### src/rtl/excl_pkg.sv
package excl_pkg;
  typedef enum logic [1:0] {
    OP_NONE = 2'd0,
    OP_LDX  = 2'd1,
    OP_STX  = 2'd2,
    OP_ST   = 2'd3
  } excl_op_e;

  localparam int unsigned STAT_PASS = 0;
  localparam int unsigned STAT_FAIL = 1;
endpackage

### src/rtl/excl_rst_sync.sv
// Asynchronous assert, synchronous release.
module excl_rst_sync #(
  parameter int unsigned STAGES = 2
) (
  input  logic clk,
  input  logic rst_n,
  output logic rst_q_n
);
  logic [STAGES-1:0] sync_q;

  always_ff @(posedge clk or negedge rst_n) begin
    if (!rst_n) sync_q <= '0;
    else        sync_q <= {sync_q[STAGES-2:0], 1'b1};
  end

  assign rst_q_n = sync_q[STAGES-1];
endmodule

### src/rtl/excl_tag_cmp.sv
// Compares the region part of an address with a stored region tag.
module excl_tag_cmp #(
  parameter int unsigned ADDR_W = 32,
  parameter int unsigned LSB    = 6,
  localparam int unsigned TAG_W = ADDR_W - LSB
) (
  input  logic              en,
  input  logic [ADDR_W-1:0] addr,
  input  logic [TAG_W-1:0]  tag,
  output logic              hit
);
  assign hit = en && (addr[ADDR_W-1:LSB] == tag);
endmodule

### src/rtl/excl_resv_state.sv
// Holds the single reservation: valid bit plus region tag.
module excl_resv_state #(
  parameter int unsigned TAG_W = 26
) (
  input  logic             clk,
  input  logic             rst_n,
  input  logic             set_en,
  input  logic             set_block,
  input  logic [TAG_W-1:0] set_tag,
  input  logic             kill,
  output logic             resv_valid,
  output logic [TAG_W-1:0] resv_tag
);
  logic             valid_n;
  logic             tag_en;
  logic [TAG_W-1:0] tag_n;

  always_comb begin
    valid_n = resv_valid;
    tag_en  = 1'b0;
    tag_n   = resv_tag;
    if (set_en) begin
      valid_n = !set_block;
      tag_en  = 1'b1;
      tag_n   = set_tag;
    end else if (kill) begin
      valid_n = 1'b0;
    end
  end

  always_ff @(posedge clk or negedge rst_n) begin
    if (!rst_n) begin
      resv_valid <= 1'b0;
      resv_tag   <= '0;
    end else begin
      resv_valid <= valid_n;
      if (tag_en) resv_tag <= tag_n;
    end
  end
endmodule

### src/rtl/excl_monitor.sv
module excl_monitor
  import excl_pkg::*;
#(
  parameter int unsigned ADDR_W     = 32,
  parameter int unsigned DATA_W     = 32,
  parameter int unsigned REGION_LSB = 6,
  localparam int unsigned TAG_W     = ADDR_W - REGION_LSB
) (
  input  logic              clk,
  input  logic              rst_n,
  input  logic [1:0]        req_op,
  input  logic [ADDR_W-1:0] req_addr,
  input  logic [DATA_W-1:0] req_data,
  input  logic              snoop_valid,
  input  logic [ADDR_W-1:0] snoop_addr,
  output logic              mem_rd_en,
  output logic [ADDR_W-1:0] mem_rd_addr,
  output logic              mem_wr_en,
  output logic [ADDR_W-1:0] mem_wr_addr,
  output logic [DATA_W-1:0] mem_wr_data,
  output logic              stx_status_valid,
  output logic [DATA_W-1:0] stx_status
);
  localparam int unsigned NCMP = 3;  // req vs resv, snoop vs resv, snoop vs req

  excl_op_e         op;
  logic             rst_q_n;
  logic             resv_valid;
  logic [TAG_W-1:0] resv_tag;
  logic             is_ldx, is_stx, is_st;
  logic             stx_pass, kill;

  logic [NCMP-1:0]             cmp_en;
  logic [NCMP-1:0][ADDR_W-1:0] cmp_addr;
  logic [NCMP-1:0][TAG_W-1:0]  cmp_tag;
  logic [NCMP-1:0]             cmp_hit;

  assign op     = excl_op_e'(req_op);
  assign is_ldx = (op == OP_LDX);
  assign is_stx = (op == OP_STX);
  assign is_st  = (op == OP_ST);

  excl_rst_sync #(.STAGES(2)) u_rst (
    .clk     (clk),
    .rst_n   (rst_n),
    .rst_q_n (rst_q_n)
  );

  assign cmp_en   = {snoop_valid, snoop_valid, resv_valid};
  assign cmp_addr = {snoop_addr, snoop_addr, req_addr};
  assign cmp_tag  = {req_addr[ADDR_W-1:REGION_LSB], resv_tag, resv_tag};

  for (genvar g = 0; g < NCMP; g++) begin : g_cmp
    excl_tag_cmp #(.ADDR_W(ADDR_W), .LSB(REGION_LSB)) u_cmp (
      .en   (cmp_en[g] && (g != 0 || resv_valid)),
      .addr (cmp_addr[g]),
      .tag  (cmp_tag[g]),
      .hit  (cmp_hit[g])
    );
  end

  // cmp_hit[0]: request in reserved region; [1]: snoop in reserved region;
  // [2]: snoop in the request's own region.
  assign stx_pass = is_stx && cmp_hit[0] && !cmp_hit[1];
  assign kill     = is_stx || (is_st && cmp_hit[0]) || cmp_hit[1];

  excl_resv_state #(.TAG_W(TAG_W)) u_state (
    .clk        (clk),
    .rst_n      (rst_q_n),
    .set_en     (is_ldx),
    .set_block  (cmp_hit[2]),
    .set_tag    (req_addr[ADDR_W-1:REGION_LSB]),
    .kill       (kill),
    .resv_valid (resv_valid),
    .resv_tag   (resv_tag)
  );

  assign mem_rd_en        = is_ldx;
  assign mem_rd_addr      = req_addr;
  assign mem_wr_en        = is_st || stx_pass;
  assign mem_wr_addr      = req_addr;
  assign mem_wr_data      = req_data;
  assign stx_status_valid = is_stx;
  assign stx_status       = stx_pass ? DATA_W'(STAT_PASS) : DATA_W'(STAT_FAIL);
endmodule

### config.mk
export PLATFORM = sky130hd
export DESIGN_NAME = excl_monitor
export DESIGN_NICKNAME = d
export VERILOG_FILES = /design/src/rtl/excl_pkg.sv /design/src/rtl/excl_rst_sync.sv /design/src/rtl/excl_tag_cmp.sv /design/src/rtl/excl_resv_state.sv /design/src/rtl/excl_monitor.sv
export SDC_FILE = /design/constraint.sdc
export NUM_CORES = 1
export LEC_CHECK = 0
export BUFFER_PORTS_ARGS = -buffer_cell sky130_fd_sc_hd__clkbuf_2
export CELL_PAD_IN_SITES_DETAIL_PLACEMENT = 0
export CELL_PAD_IN_SITES_GLOBAL_PLACEMENT = 2
export CORE_UTILIZATION = 19
export CTS_CLUSTER_SIZE = 20
export DETAILED_ROUTE_END_ITERATION = 6
export PLACE_DENSITY = 0.87
export REMOVE_ABC_BUFFERS = 1
export SETUP_SLACK_MARGIN = 0.3
export SLEW_MARGIN = 0
export SYNTH_ARGS = -nofsm -noshare
export SYNTH_HDL_FRONTEND = slang
export SYNTH_SLANG_ARGS = --single-unit
### constraint.sdc
create_clock -name clk -period 1.9 [get_ports clk]
set_clock_uncertainty 0.2 [all_clocks]
set_input_delay 0.19 -clock clk [delete_from_list [all_inputs] [get_ports clk]]
set_output_delay 0.19 -clock clk [all_outputs]
set_load 0.02 [all_outputs]
==> results of run 1 <==
routing by layer:
metal	wire length, microns	vias up
met2	4096	158
li1	-	996
met5	130	-
met3	1406	13
met1	4033	990
met4	87	4
worst max-delay path, cell delays in order, from the launching register on:
cell and delay [ps]:
dfrtp_1 390, xnor2_1 190, nand4_1 110, or4_4 540, a211oi_4 240, o21a_1 180
clkbuf_8 140
power by group through the flow:
| stage | sequential [W] | combinational, W | clock (W) |
|---|---|---|---|
| 6_report | 0.000777 | 0.000975 | 0.000783 |
| 3_5_place_dp | 0.000786 | 0.000891 | 0 |
| 2_1_floorplan | 0.000798 | 0.000380 | 0 |
| 5_1_grt | 0.000790 | 0.00106 | 0.000844 |
| 4_1_cts | 0.000776 | 0.000955 | 0.000812 |
| 3_3_place_gp | 0.000779 | 0.000885 | 0 |
kinds of logic after synthesis:
logic type / Yosys count / synth area share (%)
buf+inv: 130 / 33.02
xor+xnor: 78 / 23.29
compound gates: 7 / 1.792
other cells: 2 / 0.2561
simple gates: 33 / 6.910
mux: 26 / 9.983
flops: 29 / 24.74
how the worst max path moves through the flow:
stage	startpoint	end	slack [ps]	cells past startpoint
after floorplan	req_op[1]	u_state.resv_tag[0]$_DFFE_PN0P_	-500	2
after global placement	u_state.resv_tag[5]$_DFFE_PN0P_	mem_wr_en	-370	6
after detailed placement	u_state.resv_tag[8]$_DFFE_PN0P_	mem_wr_en	-350	6
after CTS	u_state.resv_tag[19]$_DFFE_PN0P_	mem_wr_en	-550	7
after global routing	u_state.resv_tag[1]$_DFFE_PN0P_	mem_wr_en	-670	6
final	u_state.resv_tag[16]$_DFFE_PN0P_	mem_wr_en	-560	6
stage by stage:
step                utilization, %  setup slack (ps)  power, W  hold slack, ps
floorplan                        -            -504.3  0.001178          -305.6
global placement             21.46            -367.8  0.001664          -222.5
detailed placement           21.46            -353.5  0.001677          -221.1
CTS                          23.49            -554.6  0.002542           17.56
global route                 23.90            -671.9  0.002691           35.68
finish                       23.90            -555.3  0.002535           31.93
synth_stat cells:
master	n	area (sq um)
buf_4	127	953.4
xnor2_1	45	394.1
xor2_1	33	289.0
dfrtp_1	29	725.7
mux2_2	26	292.8
nand4_1	12	75.07
nor4_1	7	43.79
buf_2	3	15.01
nand3_1	3	15.01
nor3_1	3	15.01
o211ai_1	3	22.52
conb_1	2	7.510
nor2b_1	2	12.51
o21ai_0	2	10.01
or4_1	2	15.01
a211oi_2	1	12.51
and3_2	1	7.510
nand2_1	1	3.750
nor2_1	1	3.750
o21a_1	1	7.510
or4_4	1	11.26
what timing repair did:
action / 4_1_cts / 5_1_grt
setup buffers: 3 / 1
setup endpoints to repair: 3 / 3
gates resized for setup: 20 / 8
pin swaps: 18 / 9
hold buffers: 1 / 0
endpoints found under the hold margin: 2 / 0
state kept, by name, indices dropped and copies added (netlist names):
name and cells:
u_rst.sync_q 2, u_state.resv_tag 26, u_state.resv_valid 1
layout make-up:
class,instances,area (sq um),share of cell area (%)
multi-input cells,176,1519,41.96
repair buffers,167,997.2,27.55
flip-flops and latches,29,725.7,20.05
well taps,188,235.2,6.498
clock buffers,7,142.6,3.941
==> impl_metrics.toml, run 1 <==
[power]
peakVddDrop_v = 0.0003144
p_leak_nw = 1.702
p_per_area_nw_per_um2 = 700.3
internal_power_w = 0.001695
p_switching_w = 0.0008401
p_seq_share_pct = 30.7
pwr-share-comb_pct = 38.5
clkPwrFrac_pct = 30.9
sw_frac_of_total_pct = 33.14

[clock_tree]
clkSinkCount = 29
cts_buffers = 5
clockBufferDepth = 2
cts_tree = "done"
root_buffer = "clkbuf_16"
path_clk_slew_ps = 50
clkLatencyLatePin_ps = 280
htree_levels = 2

[timing]
final_hold_viol_count = 0
rsz0062_at_grt = "true"
final.setup.tns_ps = -1281
finalSetupViolCount = 3
drv_slew = 0
fin_crit_ps = 2455
fin_crit_sh_pct = 129.2
fmax_ghz = 0.4073
setup_ws_ps = -555.3

[worst_setup_path]
r2r_setup_slack_ps = -230
critPathArrivalTime_ps = 2070
crit_type = "register to primary output"
reg2reg_depth = 7
critPathLaunchType = "register"
r2r_start = "u_state.resv_tag[3]$_DFFE_PN0P_"
r2r_end = "u_state.resv_valid$_DFFE_PN0P_"
crit_path_end_kind = "primary output"
cp_max_fo = 2
critPathRequiredTime_ps = 1510

[outcome]
status = "complete, but fails checks"
violations = "negative setup slack"

[global_route]
grtUsageMet1_pct = 14.39
top_usage_layer = "met2"
grt_max_degree = 28
met2_usage_pct = 17.58
grt_usage_pct = 12.30
grt_pass1_vias = 2157
use_met3_pct = 8.709
antenna_found_initial = 0
grt_overflow = 0
grt_pass1_wl_microns = 13880

[floorplanning]
initial_core_util_pct = 19.36
coreArea_sq_um = 15150
row_count = 45
die_area_sq_um = 15940
pin_count = 232
die_w_microns = 126.2
die_y_microns = 126.2

[layout]
fillers = 1625
layout-drive-gt1-share_pct = 58.05
final_common_cell = "clkbuf_2"
final_cell_mix = "110 x clkbuf_2, 53 x buf_4, 34 x xnor2_1"
post_layout_nonfiller_instances = 567
area_growth_pct = 23.42
nets = 480
design_area_sq_um = 3620
diodes = 0

[route]
first_pass_iters = 4
route.detailed.drc = 0
drtAntennaViolNets = 0
drtIter0Drc = 40
viasPerCell = 3.811
wire_per_inst_microns = 17.20
drt-total-wl_microns = 9755
vias = 2161

[logic_synthesis]
syn_inst = 305
synth-seq-area-share_pct = 24.74
yosys_warnings = 0
syn_area_per_cell_sq_um = 9.616
netlist_area_sq_um = 2933
postSynthRegisterBits = 29
ys_types = 21

[place]
placed_area_sq_um = 3251
hpwl_microns = 8353
port_buffers = 112
gp_routability_congestion = 0.7576
dpl.cell_count = 555

[hold_path]
hold_path.class = "input pin to async pin"

[flow_run]
drv_cap = 0
(Power assumes the default switching activity.)
==> run 2, diff against run 1 <==
--- a/config.mk
+++ b/config.mk
@@ -5,9 +5,10 @@
 export SDC_FILE = /design/constraint.sdc
 export NUM_CORES = 1
 export LEC_CHECK = 0
-export BUFFER_PORTS_ARGS = -buffer_cell sky130_fd_sc_hd__clkbuf_2
+export BUFFER_PORTS_ARGS = -buffer_cell sky130_fd_sc_hd__buf_2
 export CELL_PAD_IN_SITES_DETAIL_PLACEMENT = 0
 export CELL_PAD_IN_SITES_GLOBAL_PLACEMENT = 2
+export CORE_ASPECT_RATIO = 1.2
 export CORE_UTILIZATION = 19
 export CTS_CLUSTER_SIZE = 20
 export DETAILED_ROUTE_END_ITERATION = 6
==> impl_metrics.toml, run 2 (synthesized netlist as in run 1, its figures left out) <==
[outcome]
status = "complete, but fails checks"
violations = "negative setup slack"

[worst_setup_path]
cp_max_fo = 2
crit_end = "mem_wr_en"
crit_path_end_kind = "primary output"
startpoint = "u_state.resv_tag[3]$_DFFE_PN0P_"
path_cells = "xnor2_1, nand4_1, or4_4, a211oi_4, o21a_1, buf_6"
r2r_start = "u_state.resv_tag[21]$_DFFE_PN0P_"
cpPeakStageDelay_ps = 530
critPathArrivalTime_ps = 2030
r2r_end = "u_state.resv_valid$_DFFE_PN0P_"
critPathRequiredTime_ps = 1510
crit_family = "simple AND/OR/NAND/NOR gates"
reg2reg_depth = 7
crit_type = "register to primary output"
crit_buf_inv = 1
cp_num_cells = 6
cp_slowest_cell = "or4_4"
r2r_setup_slack_ps = -320
critPathLaunchType = "register"

[layout]
diodes = 0
reg.largest.list = "u_state.resv_tag (26), u_rst.sync_q (2), u_state.resv_valid (1)"
layout-drive-gt1-share_pct = 58.44
final_core_util_pct = 24.30
final_cell_mix = "110 x buf_2, 58 x buf_4, 35 x xnor2_1"
final_common_cell = "buf_2"
largest_reg_flops = 26
nets = 485
regMostFlops = "u_state.resv_tag"
area_growth_pct = 24.45
post_layout_nonfiller_instances = 589

[power]
p_seq_share_pct = 30.3
peakVddDrop_v = 0.0002896
p_leak_nw = 1.703
p_per_area_nw_per_um2 = 704.7
p_switching_w = 0.0008358
clkPwrFrac_pct = 32.4
sw_frac_of_total_pct = 32.50
power_w = 0.002572
internal_power_w = 0.001736
pwr-share-comb_pct = 37.3

[timing]
fin_crit_ps = 2416
fmax_ghz = 0.4139
setup_ws_ps = -515.9
finalSetupViolCount = 3
final.setup.tns_ps = -1337
final_hold_viol_count = 0
fin_crit_sh_pct = 127.2
drv_slew = 0
rsz0062_at_grt = "true"

[place]
place_ws_ps = -351.4
gp_routability_congestion = 0.7548
dpl.cell_count = 579
port_buffers = 112
hpwl_microns = 8475

[flow_run]
drv_cap = 0

[route]
first_pass_iters = 4
vias = 2220
viasPerCell = 3.769
drtIter0Drc = 46
drtAntennaViolNets = 0
wire_per_inst_microns = 16.99
route.detailed.drc = 0
drt-total-wl_microns = 10010

[floorplanning]
row_count = 49
coreArea_sq_um = 15020
pin_count = 232
die_w_microns = 115.4
die_area_sq_um = 15940
initial_core_util_pct = 19.53
die_y_microns = 138.1

[global_route]
grt_overflow = 0
antenna_found_initial = 0
grt_pass1_wl_microns = 14350
grt_usage_pct = 12.71
grt_pass1_vias = 2260
grt_max_degree = 28

[clock_tree]
cts_buffers = 5
htree_levels = 2
clkSinkCount = 29
cts_tree = "done"
clockBufferDepth = 2
root_buffer = "clkbuf_16"
clkLatencyLatePin_ps = 270
path_clk_slew_ps = 50

[hold_path]
hold_path.class = "input pin to async pin"
==> run 2: metrics by stage <==
stage | hold slack (ps) | area, sq um
after floorplan | -305.6 | 2077
after global placement | -224.6 | 3331
after detailed placement | -222.7 | 3331
after CTS | 9.010 | 3601
after global routing | 40.75 | 3650
final | 20.21 | 3650
==> run 2: worst min path at each step <==
stage	start	end	slack, ps	depth (start not counted)
finish	rst_n	u_rst.sync_q[0]$_DFF_PN0_	20	2
global route	rst_n	u_rst.sync_q[1]$_DFF_PN0_	40	2
CTS	rst_n	u_rst.sync_q[0]$_DFF_PN0_	9	2
detailed placement	rst_n	u_rst.sync_q[0]$_DFF_PN0_	-220	1
global placement	rst_n	u_rst.sync_q[0]$_DFF_PN0_	-220	1
floorplan	rst_n	u_rst.sync_q[0]$_DFF_PN0_	-310	0
==> run 2: layer usage <==
layer | GRT usage (%) | routed length (microns) | vias up
met5 | 4.127 | 49 | -
met4 | 2.871 | 117 | 2
met3 | 7.716 | 1336 | 13
met2 | 18.37 | 4400 | 171
met1 | 15.57 | 4101 | 1024
li1 | - | - | 1010
==> run 2: layout make-up <==
type                    count  area [sq um]
clock buffers               7         152.6
clock inverters             1         5.005
fillers                  1638         11370
multi-input cells         176          1481
flip-flops and latches     29         725.7
well taps                 204         255.2
repair buffers            172          1030
==> run 2: timing repair <==
| action | in CTS | in global routing |
|---|---|---|
| endpoints found under the setup margin | 3 | 3 |
| setup buffers | 0 | 1 |
| hold buffers | 1 | 0 |
| pin swaps | 15 | 8 |
| endpoints found under the hold margin | 2 | 0 |
| resized for setup | 16 | 8 |
==> run 2: power groups by stage <==
stage / Combinational, W / Sequential, W / Clock [W]
final: 0.000960 / 0.000779 / 0.000833
after global routing: 0.00105 / 0.000790 / 0.000891
after detailed placement: 0.000910 / 0.000784 / 0
after floorplan: 0.000380 / 0.000798 / 0
after global placement: 0.000902 / 0.000776 / 0
after CTS: 0.000956 / 0.000778 / 0.000868
